## config.mk

```make
export PLATFORM = sky130hd
export DESIGN_NAME = frame_cmd_seq
export DESIGN_NICKNAME = d
export VERILOG_FILES = /design/src/rtl/fcs_pkg.sv /design/src/rtl/fcs_store.sv /design/src/rtl/fcs_ctrl.sv /design/src/rtl/frame_cmd_seq.sv
export SDC_FILE = /design/constraint.sdc
export NUM_CORES = 2
export LEC_CHECK = 0
export ABC_AREA = 1
export BUFFER_PORTS_ARGS = -buffer_cell sky130_fd_sc_hd__buf_2
export CORE_MARGIN = 5
export CORE_UTILIZATION = 30
export DETAILED_ROUTE_END_ITERATION = 8
export HOLD_SLACK_MARGIN = 0.08
export SLEW_MARGIN = 30
export SYNTH_ARGS = -nofsm -noshare
export SYNTH_HDL_FRONTEND = slang
export SYNTH_HIERARCHICAL = 1
export SYNTH_SLANG_ARGS = --single-unit
export TNS_END_PERCENT = 5
```

## constraint.sdc

```tcl
create_clock -name clk -period 4.5 [get_ports clk]
set_clock_uncertainty 0.1 [all_clocks]
set_input_delay 0.225 -clock clk [delete_from_list [all_inputs] [get_ports clk]]
set_output_delay 0.225 -clock clk [all_outputs]
set_load 0.03 [all_outputs]
```

## src/rtl/fcs_pkg.sv

```systemverilog
package fcs_pkg;
  localparam int DATA_W   = 32;
  localparam int LOC_W    = 5;
  localparam int NUM_FRM  = 16;
  localparam int NUM_Q    = NUM_FRM + 1;
  localparam int ASAP_Q   = NUM_FRM;
  localparam int QIDX_W   = $clog2(NUM_Q);
  localparam logic [LOC_W-1:0] CTRL_LOC = 5'h1f;
  localparam logic [LOC_W-1:0] ASAP_LOC = 5'h10;

  typedef struct packed {
    logic              push;
    logic [QIDX_W-1:0] pushIdx;
    logic              pop;
    logic [QIDX_W-1:0] popIdx;
    logic              clear;
  } fcsStrobe_t;
endpackage

```

## src/rtl/fcs_store.sv

```systemverilog
module fcs_store
  import fcs_pkg::*;
#(
  parameter int ADDR_W = 8,
  parameter int DEPTH  = 4
) (
  input  logic                     clk,
  input  logic                     rstN,
  input  fcsStrobe_t               st,
  input  logic [ADDR_W+DATA_W-1:0] pushEntry,
  input  logic [QIDX_W-1:0]        selIdx,
  output logic [NUM_Q-1:0]         qEmpty,
  output logic [ADDR_W+DATA_W-1:0] headEntry
);
  localparam int EW    = ADDR_W + DATA_W;
  localparam int PTR_W = (DEPTH > 1) ? $clog2(DEPTH) : 1;
  localparam int CNT_W = $clog2(DEPTH + 1);

  logic [EW-1:0] heads [NUM_Q];

  function automatic logic [PTR_W-1:0] bump(input logic [PTR_W-1:0] p);
    return (p == PTR_W'(DEPTH - 1)) ? '0 : p + PTR_W'(1);
  endfunction

  for (genvar g = 0; g < NUM_Q; g++) begin : gQueue
    logic [EW-1:0]    memQ [DEPTH];
    logic [PTR_W-1:0] wrPtr, rdPtr;
    logic [CNT_W-1:0] fill;
    logic             pushHit, popHit;

    assign pushHit = st.push && (st.pushIdx == QIDX_W'(g)) && (fill != CNT_W'(DEPTH));
    assign popHit  = st.pop && (st.popIdx == QIDX_W'(g));

    always_ff @(posedge clk) begin
      if (!rstN || st.clear) begin
        wrPtr <= '0;
        rdPtr <= '0;
        fill  <= '0;
      end else begin
        if (pushHit) wrPtr <= bump(wrPtr);
        if (popHit)  rdPtr <= bump(rdPtr);
        fill <= fill + CNT_W'(pushHit) - CNT_W'(popHit);
      end
    end

    always_ff @(posedge clk) begin
      if (pushHit) memQ[wrPtr] <= pushEntry;
    end

    assign qEmpty[g] = (fill == '0);
    assign heads[g]  = memQ[rdPtr];

    // a push into a full queue leaves the fill level unchanged
    assert_no_overflow_R11: assert property (@(posedge clk) disable iff (!rstN)
      (st.push && st.pushIdx == QIDX_W'(g) && fill == CNT_W'(DEPTH) && !popHit && !st.clear)
      |=> fill == CNT_W'(DEPTH));
  end

  assign headEntry = (selIdx < QIDX_W'(NUM_Q)) ? heads[selIdx] : '0;

  // the control side never pops an empty queue
  assert_pop_nonempty_R6: assert property (@(posedge clk) disable iff (!rstN)
    st.pop |-> !qEmpty[st.popIdx]);

  // a clear cycle leaves every queue empty
  assert_clear_empties_R7: assert property (@(posedge clk) disable iff (!rstN)
    st.clear |=> qEmpty == '1);
endmodule

```

## src/rtl/fcs_ctrl.sv

```systemverilog
module fcs_ctrl
  import fcs_pkg::*;
#(
  parameter int ADDR_W  = 8,
  parameter int RST_CYC = 32
) (
  input  logic              clk,
  input  logic              rstN,
  input  logic              wrEn,
  input  logic [LOC_W-1:0]  wrLoc,
  input  logic [ADDR_W-1:0] wrAddrBits,
  input  logic              rstReq,
  input  logic [1:0]        runCmd,
  input  logic [1:0]        intCmd,
  input  logic              frameSync,
  input  logic              cmdReady,
  input  logic [NUM_Q-1:0]  qEmpty,
  output fcsStrobe_t        st,
  output logic [QIDX_W-1:0] selIdx,
  output logic [ADDR_W-1:0] addrLatch,
  output logic              cmdValid,
  output logic              irq
);
  localparam int RST_W = $clog2(RST_CYC);

  logic             phase;
  logic [LOC_W-1:0] locLatch;
  logic             runQ, rstBusy, armed, irqStat, irqEn;
  logic [RST_W-1:0] rstCnt;
  logic [3:0]       frameCnt;
  logic             ctrlWr, frameAdv, active, asapPend, curPend;
  logic [QIDX_W-1:0] tgtIdx;

  assign ctrlWr   = wrEn && (wrLoc == CTRL_LOC);
  assign frameAdv = frameSync && runQ;

  always_comb begin
    if (locLatch == ASAP_LOC)
      tgtIdx = QIDX_W'(ASAP_Q);
    else if (!locLatch[4])
      tgtIdx = (locLatch[3:0] == frameCnt - 4'd1) ? {1'b0, frameCnt} : {1'b0, locLatch[3:0]};
    else
      tgtIdx = {1'b0, frameCnt + locLatch[3:0]};
  end

  assign active   = runQ && !rstBusy;
  assign asapPend = !qEmpty[ASAP_Q];
  assign curPend  = !qEmpty[{1'b0, frameCnt}];
  assign cmdValid = active && (asapPend || curPend);
  assign selIdx   = asapPend ? QIDX_W'(ASAP_Q) : {1'b0, frameCnt};

  always_comb begin
    st.push    = wrEn && !ctrlWr && phase && !rstBusy;
    st.pushIdx = tgtIdx;
    st.pop     = cmdValid && cmdReady;
    st.popIdx  = selIdx;
    st.clear   = rstBusy;
  end

  always_ff @(posedge clk) begin
    if (!rstN) begin
      phase     <= 1'b0;
      locLatch  <= '0;
      addrLatch <= '0;
      runQ      <= 1'b0;
      rstBusy   <= 1'b0;
      rstCnt    <= '0;
      frameCnt  <= '0;
      armed     <= 1'b0;
      irqStat   <= 1'b0;
      irqEn     <= 1'b0;
    end else begin
      if (wrEn) begin
        if (ctrlWr) phase <= 1'b0;
        else if (!phase) begin
          phase     <= 1'b1;
          locLatch  <= wrLoc;
          addrLatch <= wrAddrBits;
        end else phase <= 1'b0;
      end

      if (ctrlWr && rstReq) begin
        rstBusy <= 1'b1;
        rstCnt  <= '0;
        runQ    <= 1'b0;
      end else begin
        if (rstBusy) begin
          rstCnt <= rstCnt + RST_W'(1);
          if (rstCnt == RST_W'(RST_CYC - 1)) rstBusy <= 1'b0;
        end
        if (ctrlWr && runCmd == 2'b11) runQ <= 1'b1;
        else if (ctrlWr && runCmd == 2'b10) runQ <= 1'b0;
      end

      if (frameAdv) frameCnt <= frameCnt + 4'd1;

      if (frameAdv) armed <= 1'b1;
      else if (armed && !curPend) begin
        irqStat <= 1'b1;
        armed   <= 1'b0;
      end

      if (ctrlWr) begin
        case (intCmd)
          2'd1: irqStat <= 1'b0;
          2'd2: irqEn   <= 1'b0;
          2'd3: irqEn   <= 1'b1;
          default: ;
        endcase
      end
    end
  end

  assign irq = irqStat && irqEn;

  // frame advances by one on a running frame pulse
  assert_frame_step_R6: assert property (@(posedge clk) disable iff (!rstN)
    (frameSync && runQ) |=> frameCnt == $past(frameCnt) + 4'd1);

  // frame holds otherwise
  assert_frame_hold_R6: assert property (@(posedge clk) disable iff (!rstN)
    !(frameSync && runQ) |=> $stable(frameCnt));

  // queue reset stops the sequencer and opens the reset window
  assert_reset_stops_R7: assert property (@(posedge clk) disable iff (!rstN)
    (ctrlWr && rstReq) |=> (!runQ && rstBusy));

  // control write puts the toggle in the address phase
  assert_toggle_clear_R2: assert property (@(posedge clk) disable iff (!rstN)
    ctrlWr |=> !phase);

  // a status-clear command drops the interrupt on the next cycle
  assert_irq_clear_R9: assert property (@(posedge clk) disable iff (!rstN)
    (ctrlWr && intCmd == 2'd1) |=> !irq);
endmodule

```

## src/rtl/frame_cmd_seq.sv

```systemverilog
module frame_cmd_seq
  import fcs_pkg::*;
#(
  parameter int ADDR_W  = 8,
  parameter int DEPTH   = 4,
  parameter int RST_CYC = 32
) (
  input  logic              clk,
  input  logic              rstN,
  input  logic              wrEn,
  input  logic [4:0]        wrLoc,
  input  logic [31:0]       wrData,
  input  logic              frameSync,
  input  logic              cmdReady,
  output logic              cmdValid,
  output logic [ADDR_W-1:0] cmdAddr,
  output logic [31:0]       cmdData,
  output logic              irq
);
  fcsStrobe_t               st;
  logic [QIDX_W-1:0]        selIdx;
  logic [ADDR_W-1:0]        addrLatch;
  logic [NUM_Q-1:0]         qEmpty;
  logic [ADDR_W+DATA_W-1:0] headEntry;

  fcs_ctrl #(.ADDR_W(ADDR_W), .RST_CYC(RST_CYC)) uCtrl (
    .clk(clk), .rstN(rstN), .wrEn(wrEn), .wrLoc(wrLoc),
    .wrAddrBits(wrData[ADDR_W-1:0]), .rstReq(wrData[14]),
    .runCmd(wrData[13:12]), .intCmd(wrData[1:0]),
    .frameSync(frameSync), .cmdReady(cmdReady), .qEmpty(qEmpty),
    .st(st), .selIdx(selIdx), .addrLatch(addrLatch),
    .cmdValid(cmdValid), .irq(irq)
  );

  fcs_store #(.ADDR_W(ADDR_W), .DEPTH(DEPTH)) uStore (
    .clk(clk), .rstN(rstN), .st(st), .pushEntry({addrLatch, wrData}),
    .selIdx(selIdx), .qEmpty(qEmpty), .headEntry(headEntry)
  );

  assign cmdAddr = headEntry[ADDR_W+DATA_W-1:DATA_W];
  assign cmdData = headEntry[DATA_W-1:0];
endmodule

```

==> metrics.log <==
INFO  metric finalWorstPathRequiredPeriod = 4468 ps
INFO  metric globalplace.congestion = 0.8813
INFO  metric grt.total_usage = 0.1729
INFO  metric fp.dieArea = 0.4129 mm^2
INFO  metric height_of_the_die = 642.6 um
INFO  metric drt-wirelength-per-cell = 22.84 um
INFO  metric synth_enable_flop_cells = 2720
INFO  metric synthesis.area = 0.1200 mm^2
INFO  metric critical_path_class = register to output pin
INFO  metric dr.first_iter.drc_count = 9365
INFO  metric share_comb_of_total_power = 0.021
INFO  metric finalPower = 55.30 mW
INFO  metric synthesis.yosys.warnings = 6
INFO  metric arrival = 4140 ps
INFO  metric grt_start_max_net_pins = 102
INFO  metric async_reset_ff_frac = 0
INFO  metric pwr-share-seq = 0.536
INFO  metric power_report.internal_total = 43.75 mW
INFO  metric syn-mean-instance-area = 11.19 um^2
INFO  metric endpoint_kind = output pin
INFO  metric drc_markers = 0
INFO  metric finish.net_count = 11050
INFO  metric clk_root_buffer_cell = clkbuf_16
INFO  metric htree_num_levels = 5
INFO  metric first_pass_iters = 6
INFO  metric drv.max_cap_violation_count = 0
INFO  metric period_share = 0.9929
INFO  metric detailroute.via_count = 80800
INFO  metric grt_first_pass_wirelength = 530000 um
INFO  metric synth_area_leader_cell = edfxtp_1
INFO  metric leading_cell_types_by_count_after_synthesis = nand2_1, edfxtp_1, nand3_1
INFO  metric cts-buffers-inserted = 305
INFO  metric clockBufferDepth = 4
INFO  metric crit_path_start_kind = register
INFO  metric post_layout_nonfiller_instances = 16400
INFO  metric grt_antenna_before_repair = 34
INFO  metric synthFlopType = edfxtp_1
INFO  metric synth_seq_cells = 2901
INFO  metric avgViaCountPerCell = 4.928
INFO  metric port_buffers = 83
INFO  metric clock.fmax = 223.8 MHz
INFO  metric postSynthCellCount = 10730
INFO  metric placeableCoreArea = 0.3991 mm^2
INFO  metric number_of_cells_in_the_design_after_placement = 15770
INFO  metric synth.top_cell.area_share = 0.6804
INFO  metric pwr_density_cell = 397.9 mW/mm^2
INFO  metric critical_path_peak_fanout = 80
INFO  metric rows = 232
INFO  metric power_switching = 11.54 mW
INFO  metric cts_tree = yes
INFO  metric hpwl = 221200 um
INFO  metric clk_latency_worst_skew_pair = 880 ps
INFO  metric power.static_leakage = 50.23 nW
INFO  metric synth.lib_cells_used.distinct = 43
INFO  metric area_of_placed_instances = 0.1284 mm^2
INFO  metric ant_nets = 0
INFO  metric timing.slew.headroom = 0.3233
INFO  metric hold_path_class = input pin to register
INFO  metric finalHoldViolations = 0
INFO  metric numClockSinks = 2901
INFO  metric totalWireLength = 374500 um
INFO  metric crit_required = 4180 ps
INFO  metric synth_nets = 10900
INFO  metric num-fill-cells = 38820
INFO  metric tightestPinTransition = 1015 ps
INFO  metric outcome = finished clean
INFO  metric area_delta_synth_final = 15.76%
INFO  metric final_cell_area = 0.1390 mm^2
INFO  metric drv_slew = 0
INFO  metric finalSetupViolations = 0
INFO  metric initial_utilization = 0.3008
INFO  metric clkSlewWorstSetupHoldPaths = 60 ps
INFO  metric vdd.ir_drop.worst = 292.1 uV
INFO  metric synth_most_common_cell = nand2_1
INFO  metric first_global_vias = 73600
INFO  metric grt_remaining_overflow = 0
INFO  metric p_sw_frac = 0.2088
INFO  metric ios = 84
INFO  metric drive_gt1_frac = 0.09640
INFO  metric seq_area_frac_synth = 0.7106
INFO  metric clkPwrFrac = 0.443
INFO  metric die_x = 642.6 um
INFO  metric synth_area_leaders = edfxtp_1, nand2_1, nand3_1
==> placed cells by master, fill, tap and decap left out, types with 40 or more instances in the layout <==
| cell | count |
|---|---|
| ha_1 | 113 |
| buf_12 | 79 |
| clkbuf_16 | 316 |
| buf_2 | 50 |
| clkinv_1 | 73 |
| buf_4 | 225 |
| clkinv_2 | 41 |
| nand3_1 | 1588 |
| a21oi_1 | 256 |
| nand2_1 | 3052 |
| nor2_4 | 76 |
| dlygate4sd3_1 | 45 |
| nand2_2 | 41 |
| inv_1 | 716 |
| o21ai_0 | 194 |
| o32ai_1 | 40 |
| dfxtp_1 | 140 |
| o211ai_1 | 51 |
| edfxtp_1 | 2720 |
| clkbuf_1 | 69 |
| o21ai_1 | 48 |
| nor2_1 | 795 |
| or2_2 | 59 |
==> repair_timing <==
action                                  4_1_cts  5_1_grt
setup buffers                                 3        4
gates resized for setup                      55       33
hold buffers                                 45        0
pin swaps                                     2        2
cloned                                        2        5
endpoints found under the setup margin       40       40
hold endpoints to repair                   1260        0
==> worst paths after layout <==
path	start	end	slack (ps)	cells after the start
worst max-delay path	uStore/gQueue[16].fill[1]$_SDFF_PP0_	cmdData[21]	30	14
worst min-delay path	cmdReady	uStore/gQueue[16].rdPtr[1]$_SDFFE_PP0P_	120	5
worst max register to register	uCtrl/frameCnt[0]$_SDFFE_PN0P_	uStore/gQueue[5].fill[2]$_SDFF_PP0_	340	22
worst min register to register	uStore/gQueue[0].rdPtr[1]$_SDFFE_PP0N_	register	350	2
==> critical path, stage by stage, from the launching register on <==
cell and delay [ps]:
dfxtp_2 380, nor3_2 60, buf_4 150, nand2_1 110, clkinv_4 150, inv_8 270, buf_16 360, nand3_1 240
nand3_1 210, nand2_1 230, nand3_1 130, nand3_1 170, nand2_1 300, nand2_1 160, buf_2 210
==> sequential cells by signal, summed over array words and instances, names as in the netlist, 4 cells and up, named ones only <==
name	flops
uStore/gQueue.wrPtr	34
uCtrl/rstCnt	5
uStore/gQueue.rdPtr	34
uCtrl/addrLatch	8
uCtrl/locLatch	5
uStore/gQueue.memQ	2720
uStore/gQueue.fill	51
uCtrl/frameCnt	4
==> power groups by stage <==
stage	Sequential (mW)	Clock, mW	Combinational [mW]
2_1_floorplan	30.2	0	0.264
3_3_place_gp	30.2	0	1.11
3_5_place_dp	30.2	0	1.14
4_1_cts	29.6	24.8	1.18
5_1_grt	29.6	26.0	1.23
6_report	29.6	24.5	1.18
==> area by class of cell <==
cell class / instances / area, um^2 / area share
sequential: 2901 / 85380 / 0.6144
multi-input combinational: 6495 / 30110 / 0.2167
clock buffer: 389 / 8165 / 0.05876
tap: 5265 / 6588 / 0.04741
timing repair buffer: 419 / 4399 / 0.03166
inverter: 753 / 2874 / 0.02068
clock inverter: 153 / 1388 / 0.009985
antenna: 23 / 57.56 / 0.0004142
==> per-layer routing <==
metal	share of wire	wire length (um)	GRT usage	vias to the layer above
met5	0.000035	13	0	-
met4	0.042	15720	0.07002	2
met3	0.089	33150	0.02871	547
met2	0.46	171300	0.2705	3600
met1	0.41	154400	0.2391	39770
li1	-	-	-	36890
==> per-stage QoR <==
step / setup WS (ps) / hold slack [ps] / utilization / TNS (ps)
global route: -2.424 / 172.0 / 0.3480 / -2.424
global placement: 176.8 / 344.9 / 0.3215 / 0
CTS: -28.78 / 130.8 / 0.3473 / -58.87
detailed placement: 217.1 / 356.6 / 0.3216 / 0
finish: 31.85 / 123.6 / 0.3482 / 0
floorplan: -51.56 / 223.9 / - / -15230
==> logic make-up after synthesis <==
group / count (synthesis) / synth area share
compound gates: 651 / 0.03033
buf+inv: 1335 / 0.04459
fa+ha+maj: 131 / 0.01478
xor+xnor: 29 / 0.002116
simple gates: 5683 / 0.1976
flops: 2901 / 0.7106
(Power assumes the default switching activity.)
